$ cat src/rtl/loop_ctrl_pkg.sv
package loop_ctrl_pkg;

  typedef enum logic [2:0] {
    PH_IDLE   = 3'd0,
    PH_PRO    = 3'd1,
    PH_STEADY = 3'd2,
    PH_EPI    = 3'd3,
    PH_FIN    = 3'd4
  } phase_e;

  typedef struct packed {
    logic shift;
    logic load_a;
    logic halve;
    logic load_b;
    logic store;
  } strobe_t;

endpackage

$ cat src/rtl/lim_cnt.sv
module lim_cnt #(
  parameter int W = 8
) (
  input  logic         clk_i,
  input  logic         rst_ni,
  input  logic         clr_i,
  input  logic         en_i,
  input  logic [W-1:0] limit_i,
  output logic         last_o
);

  logic [W-1:0] cnt_q;

  always_ff @(posedge clk_i or negedge rst_ni) begin
    if (!rst_ni)                        cnt_q <= '0;
    else if (clr_i)                     cnt_q <= '0;
    else if (en_i && cnt_q != limit_i)  cnt_q <= cnt_q + W'(1);
  end

  assign last_o = (cnt_q == limit_i);

endmodule

$ cat src/rtl/strobe_dec.sv
module strobe_dec
  import loop_ctrl_pkg::*;
(
  input  phase_e  phase_i,
  input  logic    head_i,
  input  logic    tail_i,
  output strobe_t strb_o
);

  always_comb begin
    strb_o = '0;
    unique case (phase_i)
      PH_PRO: strb_o.shift = 1'b1;
      PH_STEADY: begin
        strb_o.shift  = head_i;
        strb_o.load_a = head_i;
        strb_o.halve  = !head_i;
        strb_o.load_b = tail_i;
        strb_o.store  = tail_i;
      end
      PH_EPI: begin
        strb_o.halve  = !head_i;
        strb_o.load_b = head_i;
        strb_o.store  = head_i;
      end
      default: strb_o = '0;
    endcase
  end

endmodule

$ cat src/rtl/loop_pipe_ctrl.sv
module loop_pipe_ctrl
  import loop_ctrl_pkg::*;
#(
  parameter int NW       = 16,
  parameter int FILL_CYC = 2,
  parameter int LAT_CYC  = 1,
  parameter int PERIOD   = 2,
  parameter int DEPTH    = 2
) (
  input  logic          clk_i,
  input  logic          rst_ni,
  input  logic          start_i,
  input  logic [NW-1:0] iter_n_i,
  output logic          shift_o,
  output logic          load_a_o,
  output logic          halve_o,
  output logic          load_b_o,
  output logic          store_o,
  output logic          done_o
);

  localparam int PRO_LEN = LAT_CYC + FILL_CYC;
  localparam int PRW     = $clog2(PRO_LEN + 1);
  localparam int PW      = $clog2(PERIOD);
  localparam int EW      = $clog2(DEPTH * PERIOD + 1);

  phase_e phase_q, phase_d;
  logic   accept, phase_chg;
  logic   pro_last, slot_last, iter_last, epi_last;
  logic   head_q, steady_q;
  logic [NW-1:0] iter_lim_q;
  logic [EW-1:0] epi_lim_q;
  logic [31:0]   n_ext, e_ext;
  strobe_t strb;

  assign accept    = (phase_q == PH_IDLE) && start_i && (iter_n_i != '0);
  assign phase_chg = (phase_d != phase_q);

  // limits derived once per run from the sampled count
  assign n_ext = 32'(iter_n_i);
  assign e_ext = (n_ext > 32'(DEPTH)) ? 32'(DEPTH) : n_ext;

  always_ff @(posedge clk_i or negedge rst_ni) begin
    if (!rst_ni) begin
      steady_q   <= 1'b0;
      iter_lim_q <= '0;
      epi_lim_q  <= '0;
    end else if (accept) begin
      steady_q   <= n_ext > 32'(DEPTH);
      iter_lim_q <= NW'(n_ext - 32'(DEPTH) - 32'd1);
      epi_lim_q  <= EW'((e_ext - 32'd1) * 32'(PERIOD));
    end
  end

  always_comb begin
    phase_d = phase_q;
    unique case (phase_q)
      PH_IDLE:   if (accept) phase_d = PH_PRO;
      PH_PRO:    if (pro_last) phase_d = steady_q ? PH_STEADY : PH_EPI;
      PH_STEADY: if (slot_last && iter_last) phase_d = PH_EPI;
      PH_EPI:    if (epi_last) phase_d = PH_FIN;
      PH_FIN:    phase_d = PH_IDLE;
      default:   phase_d = PH_IDLE;
    endcase
  end

  always_ff @(posedge clk_i or negedge rst_ni) begin
    if (!rst_ni) begin
      phase_q <= PH_IDLE;
      head_q  <= 1'b0;
    end else begin
      phase_q <= phase_d;
      head_q  <= phase_chg || slot_last;  // slot position returns to 0
    end
  end

  lim_cnt #(.W(PRW)) u_pro_cnt (
    .clk_i, .rst_ni,
    .clr_i  (phase_chg),
    .en_i   (phase_q == PH_PRO),
    .limit_i(PRW'(PRO_LEN - 1)),
    .last_o (pro_last)
  );

  lim_cnt #(.W(PW)) u_slot_cnt (
    .clk_i, .rst_ni,
    .clr_i  (phase_chg || slot_last),
    .en_i   (phase_q == PH_STEADY || phase_q == PH_EPI),
    .limit_i(PW'(PERIOD - 1)),
    .last_o (slot_last)
  );

  lim_cnt #(.W(NW)) u_iter_cnt (
    .clk_i, .rst_ni,
    .clr_i  (phase_chg),
    .en_i   (phase_q == PH_STEADY && slot_last),
    .limit_i(iter_lim_q),
    .last_o (iter_last)
  );

  lim_cnt #(.W(EW)) u_epi_cnt (
    .clk_i, .rst_ni,
    .clr_i  (phase_chg),
    .en_i   (phase_q == PH_EPI),
    .limit_i(epi_lim_q),
    .last_o (epi_last)
  );

  strobe_dec u_dec (
    .phase_i(phase_q),
    .head_i (head_q),
    .tail_i (slot_last),
    .strb_o (strb)
  );

  assign shift_o  = strb.shift;
  assign load_a_o = strb.load_a;
  assign halve_o  = strb.halve;
  assign load_b_o = strb.load_b;
  assign store_o  = strb.store;
  assign done_o   = (phase_q == PH_FIN);

endmodule

$ cat config.mk
export PLATFORM = sky130hd
export DESIGN_NAME = loop_pipe_ctrl
export DESIGN_NICKNAME = d
export VERILOG_FILES = /design/src/rtl/loop_ctrl_pkg.sv /design/src/rtl/lim_cnt.sv /design/src/rtl/strobe_dec.sv /design/src/rtl/loop_pipe_ctrl.sv
export SDC_FILE = /design/constraint.sdc
export NUM_CORES = 1
export LEC_CHECK = 0
export BUFFER_PORTS_ARGS = -buffer_cell sky130_fd_sc_hd__buf_2
export CAP_MARGIN = 20
export CORE_MARGIN = 2
export CORE_UTILIZATION = 60
export CTS_CLUSTER_SIZE = 28
export DETAILED_ROUTE_END_ITERATION = 16
export PLACE_DENSITY = 0.82
export SLEW_MARGIN = 20
export SYNTH_ARGS = -nofsm -noshare
export SYNTH_HDL_FRONTEND = slang
export SYNTH_HIERARCHICAL = 1
export SYNTH_SLANG_ARGS = --single-unit
$ cat constraint.sdc
create_clock -name clk_i -period 3.6 [get_ports clk_i]
set_clock_uncertainty 0.15 [all_clocks]
set_input_delay 0.18 -clock clk_i [delete_from_list [all_inputs] [get_ports clk_i]]
set_output_delay 0.18 -clock clk_i [all_outputs]
set_load 0.01 [all_outputs]
# Word-level counts from Yosys, hierarchy flattened
# Index checks and enable logic that the tools add are counted.
[totals]
register_bits = 45
in_bits = 19
[op_classes]
n_addsub = 7
magnitude_cmp = 1
eq_ne = 11
mux = 18
bitwise = 1
n_reduce_logical = 17
[op_table]
columns = ["cell", "count"]
rows = [
  ["two-way mux 16 bit", 2],
  ["subtractor 16 x 2 -> 16 bit, second input constant", 2],
  ["two-way mux 3 bit", 6],
  ["adder 16 x 1 -> 16 bit, second input constant", 1],
  ["== test 16 bit", 1],
  ["> comparator 16 x 2 -> 1 bit, second input constant", 1],
  ["inequality test 16 bit", 1],
  ["nonzero test 16 bit", 1],
  ["case mux 3 bit (4 select lines)", 1],
  ["logical AND 1 bit", 8],
  ["nonzero test 2 bit", 4],
  ["== test 3 x 2 -> 1 bit, second input constant", 2],
  ["two-way mux 2 bit", 3],
  ["inequality test 3 bit", 2],
  ["case mux 3 bit (2 select lines)", 1],
  ["two-way mux 1 bit", 4],
  ["adder 3 x 1 -> 3 bit, second input constant", 1],
  ["== test 3 x 1 -> 1 bit, second input constant", 1],
  ["== test 3 bit", 1],
  ["== test 3 bit, second input constant", 1],
  ["logical NOT 3 bit", 1],
  ["adder 2 x 1 -> 2 bit, second input constant", 1],
  ["== test 2 bit, second input constant", 1],
  ["logical OR 1 bit", 2],
  ["6 further kinds", 6],
]

# Logic depth before layout (Yosys ltp)
# Gate-level depths: netlist of run 1.
[depth]
depth_word = 8
ltp_mapped = 10

# Hierarchy
# The synthesis of run 1 kept the hierarchy.
[by_module_without_submodules]
columns = ["mod", "instances", "cells_per_inst", "area_each_um2", "seq_area_each_um2"]
rows = [
  ["loop_pipe_ctrl", 1, 128, 1387.6, 575.6],
  ["lim_cnt (u_iter_cnt)", 1, 117, 1086.0, 400.4],
  ["lim_cnt (u_epi_cnt)", 1, 28, 267.8, 75.1],
  ["lim_cnt (u_pro_cnt)", 1, 14, 123.9, 50.0],
  ["strobe_dec", 1, 9, 70.1, 0.0],
  ["lim_cnt (u_slot_cnt)", 1, 4, 47.5, 25.0],
]

# Worst setup path after synthesis of run 1
# OpenSTA, ideal clock, no wires.
[synth_timing]
path_kind = "reg-to-reg"
startpoint = "register phase_q[1]"
endpoint = "register u_iter_cnt.cnt_q[13]"
setup_ns = 0.125
arrival_time_ns = 2.448
slack_ns = 0.878
path_stages_with_launch = 9
path_buffers = 3
synth_period_minus_slack_ns = 2.722
path_cell_list = "dfrtp_1 -> clkbuf_1 -> nor4b_2 -> and2_4 -> buf_2 -> o22a_1 -> clkbuf_1 -> nor2_1 -> mux2_2"
[synth_between]
elab_chain_cells = 7
[synth_lines]
columns = ["element", "line_no", "rtl"]
rows = [
  ["from (decl)", "loop_pipe_ctrl.sv:27", "phase_e phase_q, phase_d;"],
  ["from (signal assigned)", "loop_pipe_ctrl.sv:72", "phase_q <= phase_d;"],
  ["logical NOT 3 bit", "loop_pipe_ctrl.sv:36, loop_pipe_ctrl.sv:57", ""],
  ["logical AND 1 bit (2 in series)", "loop_pipe_ctrl.sv:36", "assign accept = (phase_q == PH_IDLE) && start_i && (iter_n_i != '0);"],
  ["two-way mux 3 bit", "loop_pipe_ctrl.sv:58", "PH_IDLE: if (accept) phase_d = PH_PRO;"],
  ["case mux 3 bit (4 select lines)", "loop_pipe_ctrl.sv:57", "unique case (phase_q)"],
  ["inequality test 3 bit (*)", "loop_pipe_ctrl.sv:37", "assign phase_chg = (phase_d != phase_q);"],
  ["named net phase_chg", "loop_pipe_ctrl.sv:28", "logic accept, phase_chg;"],
  ["two-way mux 16 bit / nonzero test 2 bit (equally long branches)", "-", ""],
  ["to (signal assigned)", "lim_cnt.sv:17", "else if (en_i && cnt_q != limit_i) cnt_q <= cnt_q + W'(1);"],
  ["to (decl)", "lim_cnt.sv:12", "logic [W-1:0] cnt_q;"],
]
# Mark *: on every way through the listed nets, which the timed path passes. The rest lies on a longest branch.
# A chain may end at the register's enable or synchronous reset.

# Worst setup path after layout of run 1
[layout_timing]
startpoint = "register phase_q[0]"
endpoint = "register u_iter_cnt.cnt_q[15]"
# The elaborated chain is that of the path after synthesis.

==> flow_summary_export.csv, run 1 <==
group,metric,value,unit
power_and_ir_drop,power.density,654.4,nW/µm²
sta,post-route-period-util,80.71,%
synthesis,yosysSeqAreaShare,37.75,%
sta,maxSlewHeadroom,47.57,%
synthesis,synth_compound_area_share,12.58,%
grt,antenna_found_initial,0,
drt,routed_wl,6.347,mm
worst_setup_path,end_kind,"flop",
layout,area_growth,11.20,%
grt,grt_usage,25.15,%
grt,use_met3,3.794,%
cts,cts_inserted_buffers,5,
job,cap_viol_max_count,0,
layout,final_common_cell,"dfrtp_1",
drt,drt_iter0_drc,236,
drt,wl_per_cell,15.87,µm
min_path,holdPathEnd,"epi_lim_q[1]",
floorplanning,num_rows,25,
grt,grt_max_degree,46,
drt,via_per_inst,5.950,
power_and_ir_drop,ir_drop,443.1,µV
placed_design,pre_cts_ws,0.6807,ns
power_and_ir_drop,total_leakage_power,1.386,nW
cts,numClockSinks,45,
worst_setup_path,r2r_slack,0.69,ns
grt,top_usage_layer,"met2",
sta,hold_viol_final,0,
grt,grt_pass1_wl,10.62,mm
worst_setup_path,crit_path_start_kind,"flop",
sta,setup_viol,0,
cts,cts_setup_buffers,0,
floorplanning,die_area,5552,µm²
sta,final.setup.tns,0,ns
grt,grt_pass1_vias,2214,
synthesis,ys.flop_type,"dfrtp_1",
cts,clock_latency,0.30,ns
layout,num-fill-cells,355,
cts,cts_tree,"done",
drt,drc_errors,0,
placed_design,port_buffers,24,
floorplanning,die_x,74.51,µm
sta,fin_ws,0.6944,ns
sta,max_freq,344.2,MHz
worst_setup_path,timing.rr.start,"phase_q[0]",
cts,cts-root-buf,"clkbuf_8",
synthesis,yosysWarningCount,6,
drt,dr.pass1.iters,5,
min_path,worstHoldStart,"iter_n_i[0]",
grt,grt_overflow,0,
layout,layout_common_cells,"dfrtp_1 (45), xnor2_1 (30), nor2_1 (28)",
synthesis,netlist_instances,300,
worst_setup_path,worstPathArrival,2.94,ns
layout,drive_above_1_share,20.42,%
min_path,hold_path.class,"primary input to flop",
synthesis,ys_async_sr_fraction,100.0,%
synthesis,synth_top_family_by_area,"simple AND/OR/NAND/NOR gates",
layout,nets,356,
drt,vias,2380,
cts,clk_pin_slew,0.09,ns
synthesis,synth_fa_ha_area_share,2.097,%
status,outcome,"complete, no violations",
grt,met1_usage,36.28,%
sta,grt_setup_unrepaired,"no",
placed_design,hpwl,4.558,mm
worst_setup_path,r2r-end,"u_iter_cnt/cnt_q[15]",
sta,slew_violations,0,
sta,min_period,2.906,ns
cts,ctsResizeCount,0,
sta,worstMarginPinSlew,0.7805,ns
synthesis,postSynthAreaPerCell,9.943,µm²
synthesis,yosys.area_share.simple,25.04,%
grt,grt_use_met2,39.04,%
floorplanning,io_pins,25,
floorplanning,die_h,74.51,µm
synthesis,synthXorXnorAreaFrac,10.49,%
synthesis,synth_mux_area_share,8.725,%
cts,clock_path_buffers,2,
cts,cts_max_level,2,
layout,antenna_cells,0,
floorplanning,coreArea,4755,µm²
min_path,holdPathStages,2,
placed_design,gp_congestion,0.7875,
synthesis,ys_seq_elements,45,
drt,ant_nets,0,
synthesis,synth_area,2983,µm²
worst_setup_path,r2r_cells,6,
worst_setup_path,criticalPathCategory,"flop to flop",
worst_setup_path,cp.required,3.64,ns
worst_setup_path,crit_fanout,26,
floorplanning,initial_core_util,62.74,%
synthesis,ys_types,66,
synthesis,synth-edff-count,0,
[synth_stat cells (3+ instances only)]
| master | number | area, µm² |
|---|---|---|
| mux2_2 | 8 | 90.09 |
| inv_1 | 8 | 30.03 |
| clkbuf_1 | 4 | 15.01 |
| nand3b_1 | 3 | 22.52 |
| nand4_1 | 10 | 62.56 |
| nor2_1 | 28 | 105.1 |
| or3_1 | 7 | 43.79 |
| a21oi_1 | 24 | 120.1 |
| a211o_1 | 3 | 26.28 |
| dfrtp_1 | 45 | 1126 |
| o21ai_0 | 6 | 30.03 |
| nand2b_1 | 3 | 18.77 |
| nor4b_1 | 3 | 26.28 |
| and3_1 | 3 | 18.77 |
| xnor2_1 | 30 | 262.8 |
| nand2_1 | 15 | 56.30 |
| nor3_1 | 3 | 15.01 |
| nor2b_1 | 8 | 50.05 |
| nand3_1 | 7 | 35.03 |
| a31oi_1 | 6 | 37.54 |
| mux2_4 | 10 | 150.1 |
| nor4_1 | 4 | 25.02 |
| ha_1 | 5 | 62.56 |
| buf_6 | 3 | 33.78 |
[how the worst max path moves through the flow]
stage	end	slack, ns	from	depth (start not counted)
after floorplan	u_iter_cnt/cnt_q[13]	0.88	phase_q[1]	8
after global placement	u_epi_cnt/cnt_q[0]	0.81	iter_n_i[0]	10
after detailed placement	u_epi_cnt/cnt_q[0]	0.68	iter_n_i[0]	10
after CTS	u_iter_cnt/cnt_q[15]	0.69	phase_q[0]	6
after global routing	u_iter_cnt/cnt_q[10]	0.50	phase_q[0]	6
final	u_iter_cnt/cnt_q[15]	0.69	phase_q[0]	6
[timing repair]
item / in CTS / in global routing
endpoints found under the setup margin: 0 / 0
hold endpoints to repair: 45 / 0
hold buffers: 1 / 0
[worst max-delay path: stages, from the launching register on]
cell and delay [ns]:
dfrtp_1 0.55, nor4b_2 0.65, and2_4 0.46, o22a_1 0.28
buf_4 0.31, nor2_1 0.09, mux2_2 0.28
[per-layer routing]
metal  routed length (µm)  vias up
li1                     -     1146
met1                 2920     1161
met2                 3110       66
met3                  239        7
met4                   77        0
met5                    0        -
[cell families (layout without fill, tap and decap cells)]
family	Yosys count	in the layout
simple gates	119	119
compound gates	58	58
xor+xnor	34	34
flops	45	45
mux	20	20
fa+ha+maj	5	5
buf+inv	17	43
other cells	2	9
[per-stage QoR]
step	power, W	utilization (%)	hold slack [ns]	std cells	area [µm²]
floorplan	0.001503	-	-0.2656	307	3009
CTS	0.002173	69.71	0.01068	400	3314
detailed placement	0.001709	66.61	0.2590	391	3167
global route	0.002315	69.76	0.02066	400	3317
global placement	0.001666	66.61	0.2582	391	3167
finish	0.002171	69.76	0.01011	400	3317
[layout make-up]
type,instances,area [µm²],share of cell area (%)
sequential,45,1126,33.95
tap,67,83.83,2.527
timing repair buffer,27,147.6,4.451
clock inverter,3,68.82,2.075
multi-input combinational,245,1792,54.02
clock buffer,5,68.82,2.075
inverter,8,30.03,0.9053
[power by group]
part           switching (W)  internal (W)  total [W]
Clock               0.000183      0.000279   0.000462
Sequential          0.000164      0.000652   0.000816
Combinational       0.000449      0.000443   0.000892
[registers in the layout, indices dropped and copies added (netlist names)]
name and cells:
iter_lim_q 16, u_iter_cnt/cnt_q 16, phase_q 3, u_epi_cnt/cnt_q 3, epi_lim_q 2, u_pro_cnt/cnt_q 2
head_q 1, steady_q 1, u_slot_cnt/cnt_q 1
Power figures use the tool's default switching activity.
==> run 2, diff against run 1 <==
Settings changed: ABC_AREA set to 1, CORE_UTILIZATION 60 to 61, PLACE_DENSITY 0.82 to 0.83.
Clock period 3.6 ns to 2.8 ns, I/O delays scaled along.
==> run 2 against run 1 <==
Synthesized cell count is 75% higher. Clock power is 4.3% lower. Cell count is 58% higher. Critical path type unchanged. Largest power group unchanged.
==> flow_summary_export.csv, run 2 <==
group,metric,value,unit
synthesis,synth_top_cell_area_share,32.99,%
cts,cts_inserted_buffers,5,
sta,final.setup.tns,0,ns
power_and_ir_drop,power.density,723.8,nW/µm²
sta,grt_setup_unrepaired,"no",
drt,drt_iter0_drc,243,
grt,grt_pass1_vias,2833,
grt,antenna_found_initial,0,
worst_setup_path,r2r_slack,0.34,ns
min_path,hold_path.class,"primary input to flop",
worst_setup_path,critical-path-slowest-cell,"dfrtp_1",
placed_design,hpwl,5.368,mm
grt,grt_usage,24.32,%
layout,area_growth,9.531,%
layout,stdcell_count,632,
sta,worstMarginPinSlew,0.5429,ns
worst_setup_path,r2r-end,"u_iter_cnt/cnt_q[14]",
layout,reg_top3,"iter_lim_q (16), u_iter_cnt/cnt_q (16)",
grt,grt_pass1_wl,12.24,mm
synthesis,yosysMostFrequentCell,"nand2_1",
cts,clock_path_buffers,2,
floorplanning,io_pins,25,
worst_setup_path,path_common_cell,"nand2_1",
synthesis,synth_area,3413,µm²
floorplanning,num_rows,27,
worst_setup_path,crit_buf_inv,4,
sta,max_freq,405.7,MHz
sta,post-route-period-util,88.03,%
power_and_ir_drop,total_leakage_power,2.107,nW
worst_setup_path,critical-path-max-stage-delay,0.50,ns
min_path,worstHoldStart,"iter_n_i[12]",
floorplanning,die_h,78.81,µm
min_path,holdPathStages,5,
cts,clock_latency,0.30,ns
synthesis,postSynthAreaPerCell,6.501,µm²
synthesis,ys_async_sr_fraction,100.0,%
layout,antenna_cells,0,
drt,wl_per_cell,11.28,µm
synthesis,synthXorXnorAreaFrac,4.362,%
synthesis,synth_area_leaders,"dfrtp_1 (33%), nand2_1 (21%), inv_1 (8.5%)",
status,outcome,"complete, no violations",
worst_setup_path,cp.required,2.85,ns
sta,min_period,2.465,ns
placed_design,place_inst,614,
drt,via_per_inst,5.079,
synthesis,synth_fa_ha_area_share,1.833,%
cts,numClockSinks,45,
placed_design,port_buffers,24,
synthesis,synth_top_family_by_area,"simple AND/OR/NAND/NOR gates",
worst_setup_path,crit_path_start_kind,"flop",
layout,regArea,1130,µm²
sta,hold_viol_final,0,
worst_setup_path,path_delay_family,"simple AND/OR/NAND/NOR gates",
synthesis,ys_seq_elements,45,
worst_setup_path,worstPathArrival,2.51,ns
layout,layout_common_cells,"nand2_1 (188), inv_1 (77), nor2_1 (56)",
drt,routed_wl,7.132,mm
worst_setup_path,crit_fanout,32,
worst_setup_path,criticalPathCategory,"flop to flop",
min_path,holdPathEnd,"iter_lim_q[12]",
grt,grt_max_degree,46,
synthesis,synth_mux_area_share,0,%
cts,cts-root-buf,"clkbuf_8",
floorplanning,coreArea,5439,µm²
worst_setup_path,path_cells,"inv_1 -> nand2_1 -> nand2_1 -> nor2_1 -> nand2_1 -> nor2_4 -> nand2_4 -> inv_1 -> a21oi_1 -> nor2_1 -> nor2_1 -> nand2_2 -> nand2_1 -> nand2_1 -> inv_1 -> buf_8 -> nand4_1 -> nand2_1",
synthesis,ys.flop_type,"dfrtp_1",
synthesis,netlist_instances,525,
sta,setup_viol,0,
drt,vias,3210,
drt,ant_nets,0,
floorplanning,die_x,78.81,µm
sta,fin_hold_ws,0.01737,ns
worst_setup_path,r2r_cells,18,
layout,num-fill-cells,468,
synthesis,synth-edff-count,0,
layout,final_common_cell,"nand2_1",
synthesis,yosysWarningCount,6,
cts,clk_pin_slew,0.08,ns
power_and_ir_drop,ir_drop,484.5,µV
floorplanning,die_area,6210,µm²
placed_design,gp_congestion,0.9761,
job,cap_viol_max_count,0,
grt,grt_overflow,0,
worst_setup_path,end_kind,"flop",
synthesis,ys_types,31,
cts,cts_tree,"done",
drt,drc_errors,0,
floorplanning,initial_core_util,62.76,%
synthesis,synth_compound_area_share,3.262,%
drt,dr.pass1.iters,5,
layout,drive_above_1_share,15.18,%
sta,slew_violations,0,
cts,cts_max_level,2,
sta,maxSlewHeadroom,63.81,%
worst_setup_path,timing.rr.start,"u_iter_cnt/cnt_q[10]",
layout,multi_input_area,1871,µm²
synthesis,synth_top_area_cell,"dfrtp_1",
synthesis,yosys.area_share.simple,44.46,%
synthesis,yosysSeqAreaShare,32.99,%
synthesis,synthTopCellsByCount,"nand2_1 (188), inv_1 (77), nor2_1 (56)",
layout,nets,583,
run 2: power breakdown:
group / leakage (nW) / total (W) / switching (W) / internal [W]
Combinational: 1.47 / 0.00126 / 0.000823 / 0.000434
Clock: 0.0542 / 0.000442 / 0.000219 / 0.000223
Sequential: 0.585 / 0.00101 / 0.000178 / 0.000830
Total: 2.11 / 0.00271 / 0.00122 / 0.00149
run 2: worst max path at each step:
stage                               from                   end  slack (ns)  depth (start not counted)
floorplan            u_iter_cnt/cnt_q[5]   u_iter_cnt/cnt_q[0]        0.38                         20
global placement    u_iter_cnt/cnt_q[10]   u_iter_cnt/cnt_q[6]        0.37                         18
detailed placement  u_iter_cnt/cnt_q[10]  u_iter_cnt/cnt_q[14]        0.20                         18
CTS                 u_iter_cnt/cnt_q[10]  u_iter_cnt/cnt_q[14]        0.17                         18
global route         u_iter_cnt/cnt_q[7]  u_iter_cnt/cnt_q[10]        0.06                         18
finish              u_iter_cnt/cnt_q[10]  u_iter_cnt/cnt_q[14]        0.34                         18
run 2: cells by family after synthesis:
group	after synthesis
compound gates	16
xor+xnor	17
fa+ha+maj	5
buf+inv	98
flops	45
other cells	2
simple gates	342
run 2: routing by layer:
metal  part of all wire (%)  global-route usage, %  routed length, µm
met5                      0                      0                  0
met4                    1.1                  6.316                 81
met3                    4.4                  3.182                316
met2                     48                  41.88               3429
met1                     46                  32.40               3305
run 2: timing repair:
item,CTS,global route
gates resized for setup,0,5
endpoints found under the hold margin,47,0
endpoints found under the setup margin,0,16
setup buffers,0,7
hold buffers,3,0
run 2: area by class of cell:
type	instances	area share [%]
clock buffer	7	2.577
clock inverter	1	0.1339
sequential	45	30.22
timing repair buffer	38	6.493
tap	72	2.410
inverter	81	8.133
multi-input combinational	388	50.03
run 2: metrics by stage:
| stage | total power (W) | worst slack (ns) | area (µm²) | util, % |
|---|---|---|---|---|
| 2_1_floorplan | 0.002011 | 0.3810 | 3436 | - |
| 3_3_place_gp | 0.002169 | 0.3693 | 3541 | 65.10 |
| 3_5_place_dp | 0.002231 | 0.1978 | 3541 | 65.10 |
| 4_1_cts | 0.002680 | 0.1692 | 3672 | 67.52 |
| 5_1_grt | 0.002947 | 0.05786 | 3739 | 68.74 |
| 6_report | 0.002706 | 0.3351 | 3739 | 68.74 |
run 2: worst register-to-register path: cells and delay by family (launching register included):
family                 cells  cell delay [ns]
and+or+nand+nor           13             1.20
DFF                        1             0.50
buffers and inverters      4             0.45
AOI/OAI and AO/OA          1             0.06
